<file path="src/rtl/dct8_pkg.sv">
package dct8_pkg;
    // Fraction bits of every multiplier constant
    localparam int CF  = 12;
    localparam int KW  = CF + 2;
    // Register stages from input to output
    localparam int LAT = 4;

    // Rotation constants, scale 1/2 folded in: A = k*cos, BMA = b-a, APB = a+b
    localparam int ROT1_A   = 2009;
    localparam int ROT1_BMA = -1609;
    localparam int ROT1_APB = 2409;
    localparam int ROT3_A   = 1703;
    localparam int ROT3_BMA = -565;
    localparam int ROT3_APB = 2841;
    localparam int ROT6_A   = 784;
    localparam int ROT6_BMA = 1108;
    localparam int ROT6_APB = 2676;
    // 1/sqrt(2) for the last odd butterfly, 1/(2*sqrt(2)) for DC and middle terms
    localparam int K_ISQ2   = 2896;
    localparam int K_DCNORM = 1448;
endpackage

</file>
<file path="src/rtl/dct8_cmul.sv">
module dct8_cmul
    import dct8_pkg::*;
#(
    parameter int W = 17,
    parameter int K = 0
) (
    input  logic signed [W-1:0] din,
    output logic signed [W-1:0] dout
);
    localparam int PW = W + KW;
    localparam logic signed [PW-1:0] KC   = PW'(K);
    localparam logic signed [PW-1:0] HALF = PW'(1 << (CF - 1));

    logic signed [PW-1:0] prod;

    // Constant product, rounded to nearest at CF fraction bits
    always_comb begin
        prod = PW'(din) * KC;
        dout = W'((prod + HALF) >>> CF);
    end
endmodule

</file>
<file path="src/rtl/dct8_rot.sv">
module dct8_rot
    import dct8_pkg::*;
#(
    parameter int W   = 17,
    parameter int A   = 0,
    parameter int BMA = 0,
    parameter int APB = 0
) (
    input  logic signed [W-1:0] i0,
    input  logic signed [W-1:0] i1,
    output logic signed [W-1:0] o0,
    output logic signed [W-1:0] o1
);
    logic signed [W-1:0] both;
    logic signed [W-1:0] p_shared;
    logic signed [W-1:0] p_hi;
    logic signed [W-1:0] p_lo;

    assign both = i0 + i1;

    dct8_cmul #(.W(W), .K(A))   u_shared (.din(both), .dout(p_shared));
    dct8_cmul #(.W(W), .K(BMA)) u_hi     (.din(i1),   .dout(p_hi));
    dct8_cmul #(.W(W), .K(APB)) u_lo     (.din(i0),   .dout(p_lo));

    // o0 = a*i0 + b*i1 ; o1 = a*i1 - b*i0, sharing a*(i0+i1)
    assign o0 = p_hi + p_shared;
    assign o1 = p_shared - p_lo;
endmodule

</file>
<file path="src/rtl/dct8_fast.sv">
module dct8_fast
    import dct8_pkg::*;
#(
    parameter int IN_W  = 9,
    parameter int OUT_W = 12,
    parameter int GF    = 4
) (
    input  logic                 clk,
    input  logic                 rst_n,
    input  logic                 in_valid,
    input  logic [8*IN_W-1:0]    in_samples,
    output logic                 out_valid,
    output logic [8*OUT_W-1:0]   out_coefs
);
    localparam int NPT   = 8;
    localparam int HALFN = NPT / 2;
    localparam int WI    = IN_W + 4 + GF;
    localparam int WRM_W = $clog2(LAT + 1);
    localparam int BOUND = 3 * (1 << (IN_W - 1));

    typedef logic signed [WI-1:0]    acc_t;
    typedef logic signed [OUT_W-1:0] coef_t;

    function automatic coef_t rnd_out(input acc_t v);
        acc_t t;
        t = (v + acc_t'(1 << (GF - 1))) >>> GF;
        return OUT_W'(t);
    endfunction

    // ---------------- valid pipeline ----------------
    logic [LAT-1:0] vld;
    always_ff @(posedge clk or negedge rst_n) begin
        if (!rst_n) vld <= '0;
        else        vld <= {vld[LAT-2:0], in_valid};
    end
    assign out_valid = vld[LAT-1];

    // ---------------- stage 1: mirrored butterfly ----------------
    acc_t x_ext [NPT];
    acc_t s1_sum [HALFN];
    acc_t s1_dif [HALFN];

    for (genvar g = 0; g < NPT; g++) begin : g_ext
        assign x_ext[g] = acc_t'($signed(in_samples[g*IN_W +: IN_W])) <<< GF;
    end

    always_ff @(posedge clk or negedge rst_n) begin
        if (!rst_n) begin
            for (int i = 0; i < HALFN; i++) begin
                s1_sum[i] <= '0;
                s1_dif[i] <= '0;
            end
        end else if (in_valid) begin
            for (int i = 0; i < HALFN; i++) begin
                s1_sum[i] <= x_ext[i] + x_ext[NPT-1-i];
                s1_dif[i] <= x_ext[i] - x_ext[NPT-1-i];
            end
        end
    end

    // ---------------- stage 2: even butterfly, odd rotations ----------------
    acc_t ev_n [HALFN];
    acc_t u0_n, u1_n, v0_n, v1_n;
    acc_t s2_ev [HALFN];
    acc_t s2_u0, s2_u1, s2_v0, s2_v1;

    assign ev_n[0] = s1_sum[0] + s1_sum[3];
    assign ev_n[3] = s1_sum[0] - s1_sum[3];
    assign ev_n[1] = s1_sum[1] + s1_sum[2];
    assign ev_n[2] = s1_sum[1] - s1_sum[2];

    dct8_rot #(.W(WI), .A(ROT3_A), .BMA(ROT3_BMA), .APB(ROT3_APB)) u_rot3 (
        .i0(s1_dif[3]), .i1(s1_dif[0]), .o0(u0_n), .o1(u1_n));
    dct8_rot #(.W(WI), .A(ROT1_A), .BMA(ROT1_BMA), .APB(ROT1_APB)) u_rot1 (
        .i0(s1_dif[2]), .i1(s1_dif[1]), .o0(v0_n), .o1(v1_n));

    always_ff @(posedge clk or negedge rst_n) begin
        if (!rst_n) begin
            for (int i = 0; i < HALFN; i++) s2_ev[i] <= '0;
            s2_u0 <= '0;
            s2_u1 <= '0;
            s2_v0 <= '0;
            s2_v1 <= '0;
        end else if (vld[0]) begin
            for (int i = 0; i < HALFN; i++) s2_ev[i] <= ev_n[i];
            s2_u0 <= u0_n;
            s2_u1 <= u1_n;
            s2_v0 <= v0_n;
            s2_v1 <= v1_n;
        end
    end

    // ---------------- stage 3: even outputs, odd butterfly ----------------
    acc_t dc_sum, dc_dif, dc_scl, mid_scl, r6_o0, r6_o1;
    acc_t s3_co [NPT];

    assign dc_sum = s2_ev[0] + s2_ev[1];
    assign dc_dif = s2_ev[0] - s2_ev[1];

    dct8_cmul #(.W(WI), .K(K_DCNORM)) u_dc  (.din(dc_sum), .dout(dc_scl));
    dct8_cmul #(.W(WI), .K(K_DCNORM)) u_mid (.din(dc_dif), .dout(mid_scl));
    dct8_rot #(.W(WI), .A(ROT6_A), .BMA(ROT6_BMA), .APB(ROT6_APB)) u_rot6 (
        .i0(s2_ev[2]), .i1(s2_ev[3]), .o0(r6_o0), .o1(r6_o1));

    // Slots 1 and 7 hold the two odd partial sums until stage 4
    always_ff @(posedge clk or negedge rst_n) begin
        if (!rst_n) begin
            for (int k = 0; k < NPT; k++) s3_co[k] <= '0;
        end else if (vld[1]) begin
            s3_co[0] <= dc_scl;
            s3_co[4] <= mid_scl;
            s3_co[2] <= r6_o0;
            s3_co[6] <= r6_o1;
            s3_co[1] <= s2_u1 + s2_v0;
            s3_co[7] <= s2_u0 + s2_v1;
            s3_co[3] <= s2_u1 - s2_v0;
            s3_co[5] <= s2_u0 - s2_v1;
        end
    end

    // ---------------- stage 4: last odd scaling and rounding ----------------
    acc_t pq_sum, pq_dif, f1_n, f7_n;
    acc_t fin [NPT];
    coef_t out_q [NPT];

    assign pq_sum = s3_co[1] + s3_co[7];
    assign pq_dif = s3_co[1] - s3_co[7];

    dct8_cmul #(.W(WI), .K(K_ISQ2)) u_f1 (.din(pq_sum), .dout(f1_n));
    dct8_cmul #(.W(WI), .K(K_ISQ2)) u_f7 (.din(pq_dif), .dout(f7_n));

    for (genvar k = 0; k < NPT; k++) begin : g_fin
        if (k == 1) begin : g_one
            assign fin[k] = f1_n;
        end else if (k == NPT - 1) begin : g_sev
            assign fin[k] = f7_n;
        end else begin : g_pass
            assign fin[k] = s3_co[k];
        end
        assign out_coefs[k*OUT_W +: OUT_W] = out_q[k];
    end

    always_ff @(posedge clk or negedge rst_n) begin
        if (!rst_n) begin
            for (int k = 0; k < NPT; k++) out_q[k] <= '0;
        end else if (vld[2]) begin
            for (int k = 0; k < NPT; k++) out_q[k] <= rnd_out(fin[k]);
        end
    end

    // ---------------- assertions ----------------
    localparam coef_t BOUND_P = OUT_W'(BOUND);

    logic [WRM_W-1:0] warm;
    logic in_flat, in_anti, ac_zero, even_zero, in_range;

    always_ff @(posedge clk or negedge rst_n) begin
        if (!rst_n)                       warm <= '0;
        else if (warm != WRM_W'(LAT))     warm <= warm + 1'b1;
    end

    always_comb begin
        logic signed [IN_W:0] tot;
        in_flat = 1'b1;
        in_anti = 1'b1;
        for (int x = 1; x < NPT; x++)
            if (in_samples[x*IN_W +: IN_W] != in_samples[0 +: IN_W]) in_flat = 1'b0;
        for (int x = 0; x < HALFN; x++) begin
            tot = (IN_W+1)'($signed(in_samples[x*IN_W +: IN_W]))
                + (IN_W+1)'($signed(in_samples[(NPT-1-x)*IN_W +: IN_W]));
            if (tot != '0) in_anti = 1'b0;
        end
        ac_zero   = 1'b1;
        even_zero = 1'b1;
        in_range  = 1'b1;
        for (int k = 0; k < NPT; k++) begin
            if (k != 0 && out_q[k] != '0)       ac_zero   = 1'b0;
            if (k % 2 == 0 && out_q[k] != '0)   even_zero = 1'b0;
            if (out_q[k] > BOUND_P || out_q[k] < -BOUND_P) in_range = 1'b0;
        end
    end

    AST_VALID_LATENCY: assert property (@(posedge clk) disable iff (!rst_n)
        (warm == WRM_W'(LAT)) |-> (out_valid == $past(in_valid, LAT)));
    AST_FLAT_AC_ZERO: assert property (@(posedge clk) disable iff (!rst_n)
        ((warm == WRM_W'(LAT)) && out_valid && $past(in_valid && in_flat, LAT)) |-> ac_zero);
    AST_ANTI_EVEN_ZERO: assert property (@(posedge clk) disable iff (!rst_n)
        ((warm == WRM_W'(LAT)) && out_valid && $past(in_valid && in_anti, LAT)) |-> even_zero);
    AST_IDLE_HOLD: assert property (@(posedge clk) disable iff (!rst_n)
        !out_valid |-> $stable(out_coefs));
    AST_OUT_RANGE: assert property (@(posedge clk) disable iff (!rst_n)
        out_valid |-> in_range);
endmodule

</file>
<file path="config.mk">
export PLATFORM = sky130hd
export DESIGN_NAME = dct8_fast
export DESIGN_NICKNAME = d
export VERILOG_FILES = /design/src/rtl/dct8_pkg.sv /design/src/rtl/dct8_cmul.sv /design/src/rtl/dct8_rot.sv /design/src/rtl/dct8_fast.sv
export SDC_FILE = /design/constraint.sdc
export NUM_CORES = 2
export LEC_CHECK = 0
export ABC_CLOCK_PERIOD_IN_PS = 11500
export BUFFER_PORTS_ARGS = -buffer_cell sky130_fd_sc_hd__buf_2
export CORE_ASPECT_RATIO = 1.1
export CORE_UTILIZATION = 50
export DETAILED_ROUTE_END_ITERATION = 6
export PLACE_DENSITY = 0.66
export SYNTH_ARGS = -nofsm -noshare
export SYNTH_HDL_FRONTEND = slang
export SYNTH_HIERARCHICAL = 1
export SYNTH_SLANG_ARGS = --single-unit
</file>
<file path="constraint.sdc">
create_clock -name clk -period 11.5 [get_ports clk]
set_input_delay 2.3 -clock clk [delete_from_list [all_inputs] [get_ports clk]]
set_output_delay 2.3 -clock clk [all_outputs]
set_load 0.02 [all_outputs]
</file>
* After elaboration in Yosys (flattened, before gate mapping)
Index checks and enable logic that the tools add are counted.
Cells by class: multiply operators 13, add/subtract/negate cells 50
Operators by type and width (number):
- adder 28 x 13 -> 28 bit (second input constant) | 7
- adder 29 x 13 -> 29 bit (second input constant) | 6
- adder 17 bit | 9
- adder 16 x 5 -> 16 bit (second input constant) | 8
- subtractor 17 bit | 6
- multiplier 17 x 12 -> 29 bit (second input constant) | 2
- adder 13 x 13 -> 14 bit | 4
- subtractor 13 x 13 -> 14 bit | 4
- multiplier 14 x 13 -> 27 bit (second input constant) | 2
- multiplier 17 x 9 -> 25 bit (second input constant) | 2
- multiplier 17 x 9 -> 24 bit (second input constant) | 2
- subtractor 16 bit | 3
- adder 14 x 14 -> 15 bit | 2
- multiplier 14 x 12 -> 26 bit (second input constant) | 1
- multiplier 17 x 10 -> 26 bit (second input constant) | 1
- multiplier 17 x 11 -> 26 bit (second input constant) | 1
- multiplier 14 x 11 -> 25 bit (second input constant) | 1
- multiplier 17 x 7 -> 24 bit (second input constant) | 1
- adder 16 bit | 1
Word-level totals: word-level logic and storage cells 96, input bits 75, output and inout bits 97, flip-flop bits (word level) 490

* Depth between registers and ports, before layout
depth after elaboration 4, mapped depth 35

* By module
The synthesis kept the hierarchy.
Modules (own cells, without submodules):
- dct8_fast | area an instance 26284.0 um^2, times used 1, sequential area each 10159.7 um^2, cells an instance 2835
- dct8_cmul at u_f1 ... | area an instance 3448.3 um^2, times used 2, sequential area each 0.0 um^2, cells an instance 409
- dct8_cmul at u_rot1.u_hi | area an instance 4463.0 um^2, times used 1, sequential area each 0.0 um^2, cells an instance 484
- dct8_cmul at u_rot1.u_shared | area an instance 4459.3 um^2, times used 1, sequential area each 0.0 um^2, cells an instance 482
- dct8_cmul at u_rot3.u_hi | area an instance 4351.7 um^2, times used 1, sequential area each 0.0 um^2, cells an instance 503
- dct8_cmul at u_rot6.u_lo | area an instance 4161.5 um^2, times used 1, sequential area each 0.0 um^2, cells an instance 456
- dct8_cmul at u_rot3.u_shared | area an instance 4145.2 um^2, times used 1, sequential area each 0.0 um^2, cells an instance 467
- dct8_cmul at u_rot3.u_lo | area an instance 3980.1 um^2, times used 1, sequential area each 0.0 um^2, cells an instance 430
- dct8_cmul at u_rot1.u_lo | area an instance 3714.8 um^2, times used 1, sequential area each 0.0 um^2, cells an instance 393
- dct8_cmul at u_mid | area an instance 3638.5 um^2, times used 1, sequential area each 0.0 um^2, cells an instance 435
- dct8_cmul at u_dc | area an instance 3285.7 um^2, times used 1, sequential area each 0.0 um^2, cells an instance 403
- dct8_cmul at u_rot6.u_hi | area an instance 3284.4 um^2, times used 1, sequential area each 0.0 um^2, cells an instance 411
- dct8_cmul at u_rot6.u_shared | area an instance 2469.9 um^2, times used 1, sequential area each 0.0 um^2, cells an instance 298
- dct8_rot at u_rot6 | area an instance 2362.3 um^2, times used 1, sequential area each 0.0 um^2, cells an instance 321
- +2 rows

* Worst setup path before layout
Ideal clock, no wire load.
path kind register to register, start register, netlist name s1_dif[30], end register s2_v1[16], clock period less this slack 8.628 ns, stages on the path, launching flop included 32, data required time 11.375 ns, data arrival time 8.503 ns, setup slack 2.872 ns, setup time 0.125 ns, cell sequence dfrtp_1 -> ha_1 -> nand2_1 -> nor2_1 -> a211oi_1 -> nand2b_1 -> o22ai_1 -> xnor2_1 -> inv_1 -> fa_1 -> inv_1 -> fa_1 -> fa_1 -> inv_1 -> fa_1 -> fa_1 -> inv_1 -> ha_1 -> a21o_1 -> a2bb2oi_1 -> and2b_2 -> inv_1 -> or4b_1 -> o311ai_1 -> ha_1 -> nand4_1 -> a21oi_1 -> a211oi_1 -> nor2_1 -> a211oi_1 -> nand3_1 -> mux2_2
Between the ends: word-level cells in the longest chain between the ends 4, elaborated cells on any way between the ends 6, those cells by class 4 x add/sub; 2 x mul
RTL lines:
- adder 14 x 14 -> 15 bit | line dct8_rot.sv:19 | assign both = i0 + i1;
- net u_rot1.both[16] | line dct8_rot.sv:14 | logic signed [W-1:0] both;
- multiplier 17 x 12 -> 29 bit | line dct8_cmul.sv:18 | prod = PW'(din) * KC;
- adder 29 x 13 -> 29 bit | line dct8_cmul.sv:19 | dout = W'((prod + HALF) >>> CF);
- net u_rot1.p_shared[13] | line dct8_rot.sv:15 | logic signed [W-1:0] p_shared;
- subtractor 17 bit | line dct8_rot.sv:27 | assign o1 = p_shared - p_lo;
- net v1_n[16] | line dct8_fast.sv:63 | acc_t u0_n, u1_n, v0_n, v1_n;
- to (signal assigned) | line dct8_fast.sv:89 | s2_v1 <= v1_n;
- to (decl) | line dct8_fast.sv:65 | acc_t s2_u0, s2_u1, s2_v0, s2_v1;
The timed path passes the listed nets, and every way through them passes these cells. A chain may end at the register's enable or synchronous reset.

==> flow_metrics.py <==
metrics = {
    "sta": {
        "final_clock_period_utilization_by_the_worst_path_pct": 78.2,
        "period_minus_slack_ps": 8990,
        "hold_violation_total_from_the_final_report": 0,
        "grt_setup_unrepaired": "no",
        "max_slew.worst_pin.slew_ps": 1160,
        "fin_hold_ws_ps": 510,
        "final.setup_skew_ps": 36.5,
        "finalSetupViolCount": 0,
        "clock.fmax_mhz": 111,
        "pins_over_slew_limit": 0,
        "timing.max_slew.rel_slack_pct": 22.0,
        "summed_negative_setup_slack_over_all_endpoints_ps": 0,
    },
    "route": {
        "detail_route.wirelength_mm": 206,
        "post_drt_via_cell_ratio": 5.40,
        "wire_per_inst_um": 17.7,
        "drc": 0,
        "number_of_search_and_repair_iterations_in_the_first_detailed_routing_pass": 6,
        "drt-initial-drc-count": 3303,
        "vias": 63100,
        "postRouteAntennaNets": 0,
    },
    "floorplanning": {
        "fp.dieW_um": 387,
        "design.die.area_sq_um": 165000,
        "pin_count": 172,
        "placement_rows": 155,
        "floorplan.core_area_sq_um": 162000,
        "die-height_um": 425,
        "initial_core_util_pct": 50.3,
    },
    "clock_network": {
        "cts.path.max_buffers": 3,
        "tritoncts.num_buffers": 53,
        "clkTransAtPathRegs_ps": 60,
        "cts-root-buf": "sky130_fd_sc_hd__clkbuf_16",
        "skew_pair_late_insertion_delay_ps": 690,
        "cts_post_setup_buffers_inserted": 0,
        "cts_hold_buf": 0,
        "cts.sink_count": 406,
        "cts_tree": "done",
        "htree_num_levels": 2,
        "ctsResizeCount": 0,
    },
    "finish": {
        "final_net_count": 11900,
        "fill_cells": 15100,
        "area_delta_synth_final_pct": 6.72,
        "final_core_util_pct": 53.7,
        "layout.cells.most_common_list": "sky130_fd_sc_hd__inv_1, sky130_fd_sc_hd__ha_1, sky130_fd_sc_hd__fa_1, sky130_fd_sc_hd__a21oi_1, sky130_fd_sc_hd__nor2_1",
        "mostFrequentLayoutCell": "sky130_fd_sc_hd__inv_1",
        "layout-drive-gt1-share_pct": 6.69,
    },
    "yosys": {
        "postSynthCellCount": 9275,
        "synthesis.yosys.warnings": 6,
        "synth_area_per_cell_sq_um": 8.79,
        "synth.cell_area_sq_um": 81500,
    },
    "setup_path": {
        "worst_path_dominant_cell_family": "adder cells",
        "cp-end-kind": "register",
        "path_common_cell": "sky130_fd_sc_hd__fa_1",
        "worstPathBufferInverterCount": 4,
        "cpMaxStageDelayCell": "sky130_fd_sc_hd__fa_1",
        "criticalPathCategory": "reg2reg",
        "worst_stage_delay_on_the_critical_path_ps": 550,
        "crit_path_start_kind": "register",
        "cp_data_arrival_time_ps": 9530,
        "crit_path_max_fanout": 9,
        "worstPathRequired_ps": 12040,
    },
    "global_routing": {
        "groute.usage.overall_pct": 25.3,
        "grt_max_degree": 131,
        "grt.overflow.total": 0,
        "grt_pass1_vias": 64700,
        "first_pass_grt_wire_length_mm": 338,
        "antenna_found_initial": 8,
    },
    "worst_hold_path": {
        "hold_class": "reg2reg",
    },
    "placement": {
        "count_of_input_and_output_buffers": 171,
        "place_congestion": 0.952,
        "dp_hpwl_mm": 178,
    },
    "status": {
        "status": "finished, final reports clean",
    },
    "job": {
        "drv.max_cap_violation_count": 0,
    },
}
## sequential cells by signal (all words and copies together), names as in the netlist
signal and flops:
s2_u0 17, s1_sum 40, fin 78, s2_u1 17
s2_v0 17, vld 4, s1_dif 36, s2_v1 17
out_coefs 96, s3_co 34, s2_ev 50
## worst reg2reg max path: cells and delay by family, from the launching register on
| family | cells | cell delay, ps |
|---|---|---|
| DFF | 1 | 520 |
| adders and majority gates | 8 | 3770 |
| xor gates and xnor gates | 1 | 490 |
| and+or+nand+nor | 6 | 810 |
| AOI/OAI and AO/OA | 9 | 2550 |
| buffers and inverters | 4 | 420 |
| muxes | 1 | 260 |
## per-layer routing
| metal | track usage, % | share of wire, % |
|---|---|---|
| met5 | 0 | 0.019 |
| met1 | 32.4 | 45 |
| met3 | 2.27 | 3.2 |
| met2 | 44.6 | 48 |
| met4 | 8.66 | 3.7 |
## cell type report
type	instances	area, sq um	share of cell area, %
clock inverters	30	434	0.499
clock buffers	66	1440	1.65
inverters	1966	7380	8.49
repair buffers	191	1030	1.19
multi-input cells	6903	63800	73.4
well taps	2119	2650	3.05
diodes	3	7.51	0.00863
flip-flops and latches	406	10200	11.7
## per-stage QoR
stage                     area (sq um)  worst slack (ps)  cells
after floorplan                  82200              2870   9460
after CTS                        87000              2550  11700
final                            87000              2510  11700
after global routing             87000              1910  11700
after detailed placement         85100              2610  11600
after global placement           85100              2760  11600
## worst paths after layout
path	start	to	slack, ps	depth (start not counted)
hold reg to reg	out_coefs[0]$_DFFE_PN0P_	out_coefs[0]$_DFFE_PN0P_	510	1
max in group asynchronous	rst_n	vld[1]$_DFF_PN0_	7730	3
hold / removal	out_coefs[0]$_DFFE_PN0P_	out_coefs[0]$_DFFE_PN0P_	510	1
setup / recovery	s1_sum[21]$_DFFE_PN0P_	s2_v1[16]$_DFFE_PN0P_	2510	29
setup reg to reg	s1_sum[21]$_DFFE_PN0P_	s2_v1[16]$_DFFE_PN0P_	2510	29
min in group asynchronous	rst_n	out_coefs[53]$_DFFE_PN0P_	1700	1
Power is left out: the tool's default activity adds up to more than one toggle a clock period on the data nets, which glitch-free logic cannot reach.
